## src/rtl/fir4_pkg.sv

```systemverilog
// Package fir4_pkg
// Shared constants and helpers for the four-tap FIR slice.
// Assumes all arithmetic is two's complement.
package fir4_pkg;

    // Encoding of the tap 0 source select
    localparam logic SRC_LOCAL   = 1'b0;
    localparam logic SRC_CASCADE = 1'b1;

    // Guard bits needed to add `taps` products without overflow
    function automatic int grow_bits(input int taps);
        return (taps <= 1) ? 1 : $clog2(taps);
    endfunction

endpackage

```

## src/rtl/fir4_data_chain.sv

```systemverilog
// Module fir4_data_chain
// Sample delay line of N registers. Stage 0 takes either the local or the
// cascade sample, and every stage shifts only on `adv`. The last stage is
// exported as the cascade tail.
// Assumes a synchronous active-low reset that clears every stage.
module fir4_data_chain #(
    parameter int W = 18,
    parameter int N = 4
) (
    input  logic           clk,
    input  logic           rst_n,
    input  logic           adv,
    input  logic           src_sel,
    input  logic [W-1:0]   loc_in,
    input  logic [W-1:0]   casc_in,
    output logic [N*W-1:0] taps_o,
    output logic [W-1:0]   tail_o
);
    import fir4_pkg::*;

    logic [W-1:0] head_d;

    // Pick the sample that enters stage 0
    always_comb head_d = (src_sel == SRC_CASCADE) ? casc_in : loc_in;

    for (genvar k = 0; k < N; k++) begin : g_stage
        logic [W-1:0] q;
        logic [W-1:0] nxt;

        if (k == 0) begin : g_head
            assign nxt = head_d;
        end else begin : g_body
            assign nxt = taps_o[(k-1)*W +: W];
        end

        // Hold or shift one stage of the delay line
        always_ff @(posedge clk) begin
            if (!rst_n)   q <= '0;
            else if (adv) q <= nxt;
        end

        assign taps_o[k*W +: W] = q;
    end

    assign tail_o = taps_o[(N-1)*W +: W];

endmodule

```

## src/rtl/fir4_coef_chain.sv

```systemverilog
// Module fir4_coef_chain
// Coefficient store of N registers. Loads all stages at once from a flat bus,
// or shifts a serial value into stage 0 toward stage N-1. A parallel load
// beats a serial step, and the enable freezes the chain.
// Assumes no reset: coefficients survive a filter flush.
module fir4_coef_chain #(
    parameter int W = 18,
    parameter int N = 4
) (
    input  logic           clk,
    input  logic           ld_en,
    input  logic           par_ld,
    input  logic [W-1:0]   ser_in,
    input  logic [N*W-1:0] par_in,
    output logic [N*W-1:0] coef_o
);

    for (genvar k = 0; k < N; k++) begin : g_stage
        logic [W-1:0] q;
        logic [W-1:0] ser_nxt;

        if (k == 0) begin : g_head
            assign ser_nxt = ser_in;
        end else begin : g_body
            assign ser_nxt = coef_o[(k-1)*W +: W];
        end

        // Update one coefficient: parallel load first, then serial step
        always_ff @(posedge clk) begin
            if (ld_en) begin
                if (par_ld) q <= par_in[k*W +: W];
                else        q <= ser_nxt;
            end
        end

        assign coef_o[k*W +: W] = q;
    end

endmodule

```

## src/rtl/fir4_mac.sv

```systemverilog
// Module fir4_mac
// Multiplies each sample tap by its coefficient into a product register,
// then adds the N products into a registered sum. A three-flop valid
// pipeline tags the result of each accepted sample.
// Assumes the caller's sample chain updated on the edge where in_vld was high.
module fir4_mac #(
    parameter int DW = 18,
    parameter int CW = 18,
    parameter int N  = 4,
    parameter int SW = 38
) (
    input  logic            clk,
    input  logic            rst_n,
    input  logic            in_vld,
    input  logic [N*DW-1:0] taps_i,
    input  logic [N*CW-1:0] coef_i,
    output logic [SW-1:0]   y_o,
    output logic            y_vld_o
);
    localparam int PW = DW + CW;
    localparam int GW = SW - PW;

    logic [N*PW-1:0] prod_bus;
    logic [SW-1:0]   sum_d;
    logic            chain_vld_q;
    logic            prod_vld_q;

    for (genvar k = 0; k < N; k++) begin : g_tap
        logic signed [PW-1:0] a_ext;
        logic signed [PW-1:0] b_ext;
        logic signed [PW-1:0] p_d;
        logic        [PW-1:0] p_q;

        assign a_ext = {{CW{taps_i[k*DW+DW-1]}}, taps_i[k*DW +: DW]};
        assign b_ext = {{DW{coef_i[k*CW+CW-1]}}, coef_i[k*CW +: CW]};
        assign p_d   = a_ext * b_ext;

        // Register this tap's product
        always_ff @(posedge clk) begin
            if (!rst_n) p_q <= '0;
            else        p_q <= p_d;
        end

        assign prod_bus[k*PW +: PW] = p_q;
    end

    // Sign-extend and add all registered products
    always_comb begin
        sum_d = '0;
        for (int k = 0; k < N; k++) begin
            sum_d = sum_d + {{GW{prod_bus[k*PW+PW-1]}}, prod_bus[k*PW +: PW]};
        end
    end

    // Register the sum and step the valid pipeline
    always_ff @(posedge clk) begin
        if (!rst_n) begin
            y_o         <= '0;
            chain_vld_q <= 1'b0;
            prod_vld_q  <= 1'b0;
            y_vld_o     <= 1'b0;
        end else begin
            y_o         <= sum_d;
            chain_vld_q <= in_vld;
            prod_vld_q  <= chain_vld_q;
            y_vld_o     <= prod_vld_q;
        end
    end

endmodule

```

## src/rtl/fir4_slice.sv

```systemverilog
// Module fir4_slice
// Top of the cascadable FIR slice: sample chain, coefficient chain and
// multiply-add datapath. The tail of the sample chain is exported for the
// next slice.
// Assumes a synchronous active-low reset that leaves the coefficients intact.
module fir4_slice #(
    parameter int DATA_W = 18,
    parameter int COEF_W = 18,
    parameter int TAPS   = 4,
    localparam int SUM_W = DATA_W + COEF_W + fir4_pkg::grow_bits(TAPS)
) (
    input  logic                     clk,
    input  logic                     rst_n,
    input  logic                     smp_valid,
    input  logic [DATA_W-1:0]        smp_in,
    input  logic                     casc_sel,
    input  logic [DATA_W-1:0]        casc_in,
    output logic [DATA_W-1:0]        casc_out,
    input  logic                     coef_ld_en,
    input  logic                     coef_par_ld,
    input  logic [COEF_W-1:0]        coef_ser_in,
    input  logic [TAPS*COEF_W-1:0]   coef_par_in,
    output logic [SUM_W-1:0]         y_out,
    output logic                     y_valid
);

    logic [TAPS*DATA_W-1:0] data_bus;
    logic [TAPS*COEF_W-1:0] coef_bus;

    fir4_data_chain #(.W(DATA_W), .N(TAPS)) u_data (
        .clk     (clk),
        .rst_n   (rst_n),
        .adv     (smp_valid),
        .src_sel (casc_sel),
        .loc_in  (smp_in),
        .casc_in (casc_in),
        .taps_o  (data_bus),
        .tail_o  (casc_out)
    );

    fir4_coef_chain #(.W(COEF_W), .N(TAPS)) u_coef (
        .clk    (clk),
        .ld_en  (coef_ld_en),
        .par_ld (coef_par_ld),
        .ser_in (coef_ser_in),
        .par_in (coef_par_in),
        .coef_o (coef_bus)
    );

    fir4_mac #(.DW(DATA_W), .CW(COEF_W), .N(TAPS), .SW(SUM_W)) u_mac (
        .clk     (clk),
        .rst_n   (rst_n),
        .in_vld  (smp_valid),
        .taps_i  (data_bus),
        .coef_i  (coef_bus),
        .y_o     (y_out),
        .y_vld_o (y_valid)
    );

endmodule

```

## config.mk

```make
export PLATFORM = sky130hd
export DESIGN_NAME = fir4_slice
export DESIGN_NICKNAME = d
export VERILOG_FILES = /design/src/rtl/fir4_pkg.sv /design/src/rtl/fir4_data_chain.sv /design/src/rtl/fir4_coef_chain.sv /design/src/rtl/fir4_mac.sv /design/src/rtl/fir4_slice.sv
export SDC_FILE = /design/constraint.sdc
export NUM_CORES = 2
export LEC_CHECK = 0
export BUFFER_PORTS_ARGS = -buffer_cell sky130_fd_sc_hd__buf_2
export CORE_ASPECT_RATIO = 1.75
export CORE_UTILIZATION = 30
export DETAILED_ROUTE_END_ITERATION = 12
export SYNTH_ARGS = -nofsm -noshare
export SYNTH_HDL_FRONTEND = slang
export SYNTH_SLANG_ARGS = --single-unit
export TNS_END_PERCENT = 10
```

## constraint.sdc

```tcl
create_clock -name clk -period 18.18 [get_ports clk]
set_clock_uncertainty 0.15 [all_clocks]
set_input_delay 1.818 -clock clk [delete_from_list [all_inputs] [get_ports clk]]
set_output_delay 1.818 -clock clk [all_outputs]
set_load 0.01 [all_outputs]
```

* After elaboration in Yosys (flattened, before gate mapping)
Cells that the tools add are included.
W data, S select, Z words.
** Operators by class
- Add/sub/neg operators :: 3
- Mux-type cells :: 5
- Multiply operators :: 4
** Operator list (count)
- $mul A18 B18 Y36 :: 4
- $mux W18 :: 5
- $add A38 B38 Y38 :: 2
- $add A36 B36 Y37 :: 1
** Word-level totals
- Word-level logic and storage cells :: 28
- Register bits :: 329
- Output and inout bits :: 57

* Logic depth before layout (Yosys ltp)
- Depth after elaboration :: 3
- Depth in mapped cells :: 27

* Modules after synthesis
From an unflattened synthesis, not the netlist that was laid out.
** Unflattened totals
- Cell total of the unflattened synthesis :: 6467
- Area total of the unflattened synthesis :: 62481.2 sq um
** By module, submodules not included
- fir4_mac :: area each 56065.0 sq um, instances 1, cells an instance 6043
- fir4_coef_chain :: area each 3387.0 sq um, instances 1, cells an instance 152
- fir4_data_chain :: area each 3029.2 sq um, instances 1, cells an instance 272

* Worst setup path after synthesis
Ideal clock, no wire load.
- Path type :: register to register
- From :: reg u_data.g_stage[3].q[17], in the netlist u_data.tail_o[17]
- To :: reg u_mac.g_tap[3].p_q[33]
- Arrival :: 6.227 ns
- Setup time :: 0.128 ns
- Stages on the path, launching flop included :: 26
- Required time :: 17.902 ns
- Buffers on the path :: 2
- Period minus slack after synthesis :: 6.504 ns
- Slack :: 11.676 ns
- Cells stage by stage :: dfxtp_1 -> clkbuf_1 -> clkbuf_1 -> nand2_1 -> fa_1 -> inv_1 -> fa_1 -> inv_1 -> fa_1 -> inv_1 -> fa_1 -> fa_1 -> inv_1 -> fa_1 -> inv_1 -> ha_1 -> a21o_1 -> a21o_1 -> a21oi_1 -> o21ai_1 -> a311oi_1 -> o31ai_1 -> a311oi_1 -> a21oi_1 -> xnor2_1 -> nor2_1
** On the way
- Word-level cells in the longest chain between the ends :: 1
** Ends and longest elaborated chain
- start, declared :: RTL line fir4_data_chain.sv:27 : logic [W-1:0] q;
- start signal, assigned :: RTL line fir4_data_chain.sv:39 : else if (adv) q <= nxt;
- $mul A18 B18 Y36 :: RTL line fir4_mac.sv:36 : assign p_d = a_ext * b_ext;
- end signal, assigned :: RTL line fir4_mac.sv:41 : else p_q <= p_d;
- end, declared :: RTL line fir4_mac.sv:32 : logic [PW-1:0] p_q;
No other way between the ends.
A chain may end at the register's enable or synchronous reset.

* Final worst setup path
- From :: reg u_data.g_stage[2].q[17]
- To :: reg u_mac.g_tap[2].p_q[33]
** On the way
- Word-level cells in the longest chain between the ends :: 1
** Ends and longest elaborated chain (RTL line)
- start, declared :: fir4_data_chain.sv:27
- start signal, assigned :: fir4_data_chain.sv:39
- $mul A18 B18 Y36 :: fir4_mac.sv:36
- end signal, assigned :: fir4_mac.sv:41
- end, declared :: fir4_mac.sv:32
No other way between the ends.

==> impl_metrics.py <==
metrics = {
    "outcome": {
        "result_of_the_run": "finished clean",
    },
    "yosys": {
        "net_count_after_synthesis": 8730,
        "yosysUniqueCellTypes": 69,
        "synthFlopType": "sky130_fd_sc_hd__dfxtp_1",
        "synth_sequential_area_ratio_pct": 11.57,
        "synth.cell_area_um2": 63150,
        "synthArstFlopShare_pct": 0,
        "syn_inst": 6799,
        "yosys_register_bits": 329,
        "ys_warn_count": 0,
        "edff_count_synth": 72,
        "avgSynthCellArea_um2": 9.288,
    },
    "critical_path": {
        "cpLargestDelayFamily": "adder cells",
        "required_ns": 18.52,
        "crit_arrival_ns": 8.05,
        "critPathKind": "flop to flop",
        "worst_setup_path_start_kind": "flop",
        "highest_delay_cell_along_the_critical_path": "sky130_fd_sc_hd__dfxtp_1",
        "setup.worst_path.end_class": "flop",
        "crit_path_max_incr_delay_ns": 0.92,
        "worstPathCellList": "nand2_1 > fa_1 > inv_1 > fa_1 > inv_1 > fa_1 > inv_1 > fa_1 > fa_1 > inv_1 > fa_1 > inv_1 > ha_1 > a21o_1 > a21o_1 > a21oi_1 > o21ai_0 > a211oi_1 > o31ai_1 > nand2_1 > o311ai_1",
        "timing.critical_path.mode_cell": "sky130_fd_sc_hd__fa_1",
        "critical_path_peak_fanout": 20,
        "number_of_buffers_and_inverters_on_the_critical_path": 5,
    },
    "layout": {
        "layout-area-overhead-vs-synth_pct": 8.159,
        "final-instance-count-excl-fill": 9611,
        "design.final.nets": 8701,
        "finish.instance_area_um2": 68300,
        "layout-drive-gt1-share_pct": 6.053,
        "nFillCells": 21664,
    },
    "timing": {
        "fmax_ghz": 0.1297,
        "fin_worst_hold_slack_ns": 0.2902,
        "finalCritPeriodShare_pct": 42.42,
        "setup-tns-final_ns": 0,
        "worst_pin_slew_ns": 1.151,
        "final_hold_viol_count": 0,
        "final-max-slew-violation-count": 0,
        "setup_viol": 0,
        "rsz0062_at_grt": "false",
        "slew-limit-headroom_pct": 23.30,
        "finalWorstPathRequiredPeriod_ns": 7.713,
    },
    "placement": {
        "placement.io_buffers": 188,
        "place.gp.congestion": 0.9292,
        "dp_hpwl_mm": 153.2,
        "post_dp_cell_area_um2": 66790,
        "dpl.cell_count": 9524,
    },
    "clock_network": {
        "clock_root_buffer": "sky130_fd_sc_hd__clkbuf_16",
        "cts.repair.resized": 0,
        "clkTransAtPathRegs_ns": 0.06,
        "tritoncts": "yes",
        "cts-root-to-sink-buffers": 3,
        "cts_max_level": 2,
        "cts_bufs_inserted": 44,
        "post-cts-setup-buffer-count": 0,
        "ctsHoldBuffers": 0,
        "numClockSinks": 329,
        "clkLatencyLatePin_ns": 0.67,
    },
    "floorplan": {
        "start_util_pct": 30.19,
        "placementRows": 222,
        "full_die_area_um2": 212400,
        "die_height_um": 608.9,
        "io_pins": 189,
        "core_area_um2": 209200,
        "dieWidth_um": 348.8,
    },
    "job": {
        "timing.max_cap.violations": 0,
    },
    "route": {
        "viasPerCell": 4.742,
        "routed-via-count": 45578,
        "wire_per_inst_um": 19.49,
        "initialDrtViolationCount": 2333,
        "antenna_nets_post_route": 0,
        "drc_errors": 0,
        "route.final.wire_length_mm": 187.3,
        "drtPass1Iterations": 6,
    },
    "grt": {
        "grt_pass1_wl_mm": 294.4,
        "grt_usage_pct": 18.17,
        "grt_antenna_before_repair": 12,
        "overflow": 0,
        "grt_pass1_vias": 51543,
        "maximum_number_of_pins_on_one_net_before_global_route_repair": 98,
    },
    "power_and_ir_drop": {
        "power_density_nw_per_um2": 116.8,
        "combPwrFrac_pct": 74.7,
        "power_switching_uw": 4170,
        "seqPwrFrac_pct": 13.7,
        "power.leakage_uw": 0.03421,
        "vdd_drop_max_mv": 0.1675,
        "power_report.internal_total_uw": 3810,
        "sw_frac_of_total_pct": 52.26,
        "share_clk_of_total_power_pct": 11.6,
    },
    "min_path": {
        "hold_path.class": "flop to flop",
    },
}
==> cell type report <==
cell class / count / area (um2) / area share, %
inverters: 1598 / 6006 / 8.793
multi-input cells: 4546 / 48550 / 71.09
clock inverters: 27 / 282.8 / 0.4140
repair buffers: 251 / 1421 / 2.081
diodes: 5 / 12.51 / 0.01832
well taps: 2800 / 3503 / 5.129
clock buffers: 55 / 1216 / 1.781
flip-flops and latches: 329 / 7307 / 10.70
==> through the flow <==
| stage | power (uW) | setup slack, ns | util [%] |
|---|---|---|---|
| 6_report | 7980 | 10.47 | 32.66 |
| 5_1_grt | 8786 | 10.28 | 32.65 |
| 4_1_cts | 8042 | 10.58 | 32.65 |
| 3_5_place_dp | 7067 | 10.57 | 31.93 |
| 3_3_place_gp | 6988 | 10.66 | 31.93 |
| 2_1_floorplan | 5310 | 11.68 | - |
==> cell usage after synthesis (all sizes together) (45+ instances only) <==
library cell | number | area, um2
inv | 1598 | 5998
fa | 1355 | 27130
and2 | 681 | 4260
nand2 | 662 | 2485
ha | 444 | 5555
nor2 | 321 | 1205
clkbuf | 295 | 1107
dfxtp | 257 | 5145
a21oi | 153 | 765.7
xnor2 | 116 | 1016
o21ai | 96 | 484.2
a21o | 79 | 593.1
xor2 | 75 | 656.9
edfxtp | 72 | 2162
mux2i | 72 | 720.7
mux2 | 69 | 777.0
a211oi | 45 | 337.8
==> per-layer routing <==
metal	GRT usage, %	wire length [um]
met1	19.38	66580
met2	34.06	99720
met3	1.842	7722
met4	10.99	13280
met5	0	26
==> state kept, by name (all words and copies together), names as in the netlist <==
name and flops:
u_mac.y_vld_o 1, u_mac.prod_vld_q 1, u_data.g_stage.q 54, u_mac.chain_vld_q 1, u_coef.g_stage.q 72, u_data.tail_o 18
u_mac.y_o 38, u_mac.g_tap.p_q 144
==> final timing paths <==
kind                                   startpoint                                end  slack (ns)  depth (start not counted)
min reg2reg           u_mac.prod_vld_q$_SDFF_PN0_           u_mac.y_vld_o$_SDFF_PN0_        0.29                          1
max reg2reg  u_data.g_stage[2].q[17]$_SDFFE_PN0P_  u_mac.g_tap[2].p_q[33]$_SDFF_PN0_       10.47                         21
max          u_data.g_stage[2].q[17]$_SDFFE_PN0P_  u_mac.g_tap[2].p_q[33]$_SDFF_PN0_       10.47                         21
min                   u_mac.prod_vld_q$_SDFF_PN0_           u_mac.y_vld_o$_SDFF_PN0_        0.29                          1
==> worst reg2reg max path, stage by stage, from the launching register on <==
cell and delay, ns:
sky130_fd_sc_hd__dfxtp_1 0.92, sky130_fd_sc_hd__nand2_1 0.29, sky130_fd_sc_hd__fa_1 0.60, sky130_fd_sc_hd__inv_1 0.15, sky130_fd_sc_hd__fa_1 0.53, sky130_fd_sc_hd__inv_1 0.05
sky130_fd_sc_hd__fa_1 0.49, sky130_fd_sc_hd__inv_1 0.06, sky130_fd_sc_hd__fa_1 0.53, sky130_fd_sc_hd__fa_1 0.50, sky130_fd_sc_hd__inv_1 0.05, sky130_fd_sc_hd__fa_1 0.47
sky130_fd_sc_hd__inv_1 0.07, sky130_fd_sc_hd__ha_1 0.44, sky130_fd_sc_hd__a21o_1 0.19, sky130_fd_sc_hd__a21o_1 0.12, sky130_fd_sc_hd__a21oi_1 0.09, sky130_fd_sc_hd__o21ai_0 0.43
sky130_fd_sc_hd__a211oi_1 0.16, sky130_fd_sc_hd__o31ai_1 0.54, sky130_fd_sc_hd__nand2_1 0.12, sky130_fd_sc_hd__o311ai_1 0.59
==> cell families (layout without fill, tap and decap cells) <==
logic type               after synthesis  after routing  synth area share [%]
multiplexers                         141            141                 2.372
adder cells (fa/ha/maj)             1799           1799                 51.75
XOR/XNOR                             191            191                 2.649
AO/OA/AOI/OAI                        531            531                 5.433
flip-flops                           329            329                 11.57
AND/OR/NAND/NOR                     1884           1884                 14.68
buffers and inverters               1924           1931                 11.54
other                                  0              5                     0
==> placed cells by master, fill, tap and decap left out, types with 75 or more instances in the layout <==
cell type and count:
sky130_fd_sc_hd__a21o_1 79, sky130_fd_sc_hd__a21oi_1 153, sky130_fd_sc_hd__and2_1 681, sky130_fd_sc_hd__buf_2 185, sky130_fd_sc_hd__dfxtp_1 257, sky130_fd_sc_hd__fa_1 1355, sky130_fd_sc_hd__ha_1 444, sky130_fd_sc_hd__inv_1 1597
sky130_fd_sc_hd__nand2_1 662, sky130_fd_sc_hd__nor2_1 321, sky130_fd_sc_hd__xnor2_1 116, sky130_fd_sc_hd__xor2_1 75
==> power by group through the flow <==
| stage | Combinational, uW | Sequential, uW | Clock, uW |
|---|---|---|---|
| after floorplan | 4330 | 982 | 0 |
| after global placement | 5880 | 1110 | 0 |
| after detailed placement | 5960 | 1110 | 0 |
| after CTS | 5990 | 1090 | 953 |
| after global routing | 6710 | 1100 | 976 |
| final | 5960 | 1090 | 929 |
Power figures use the tool's default switching activity.
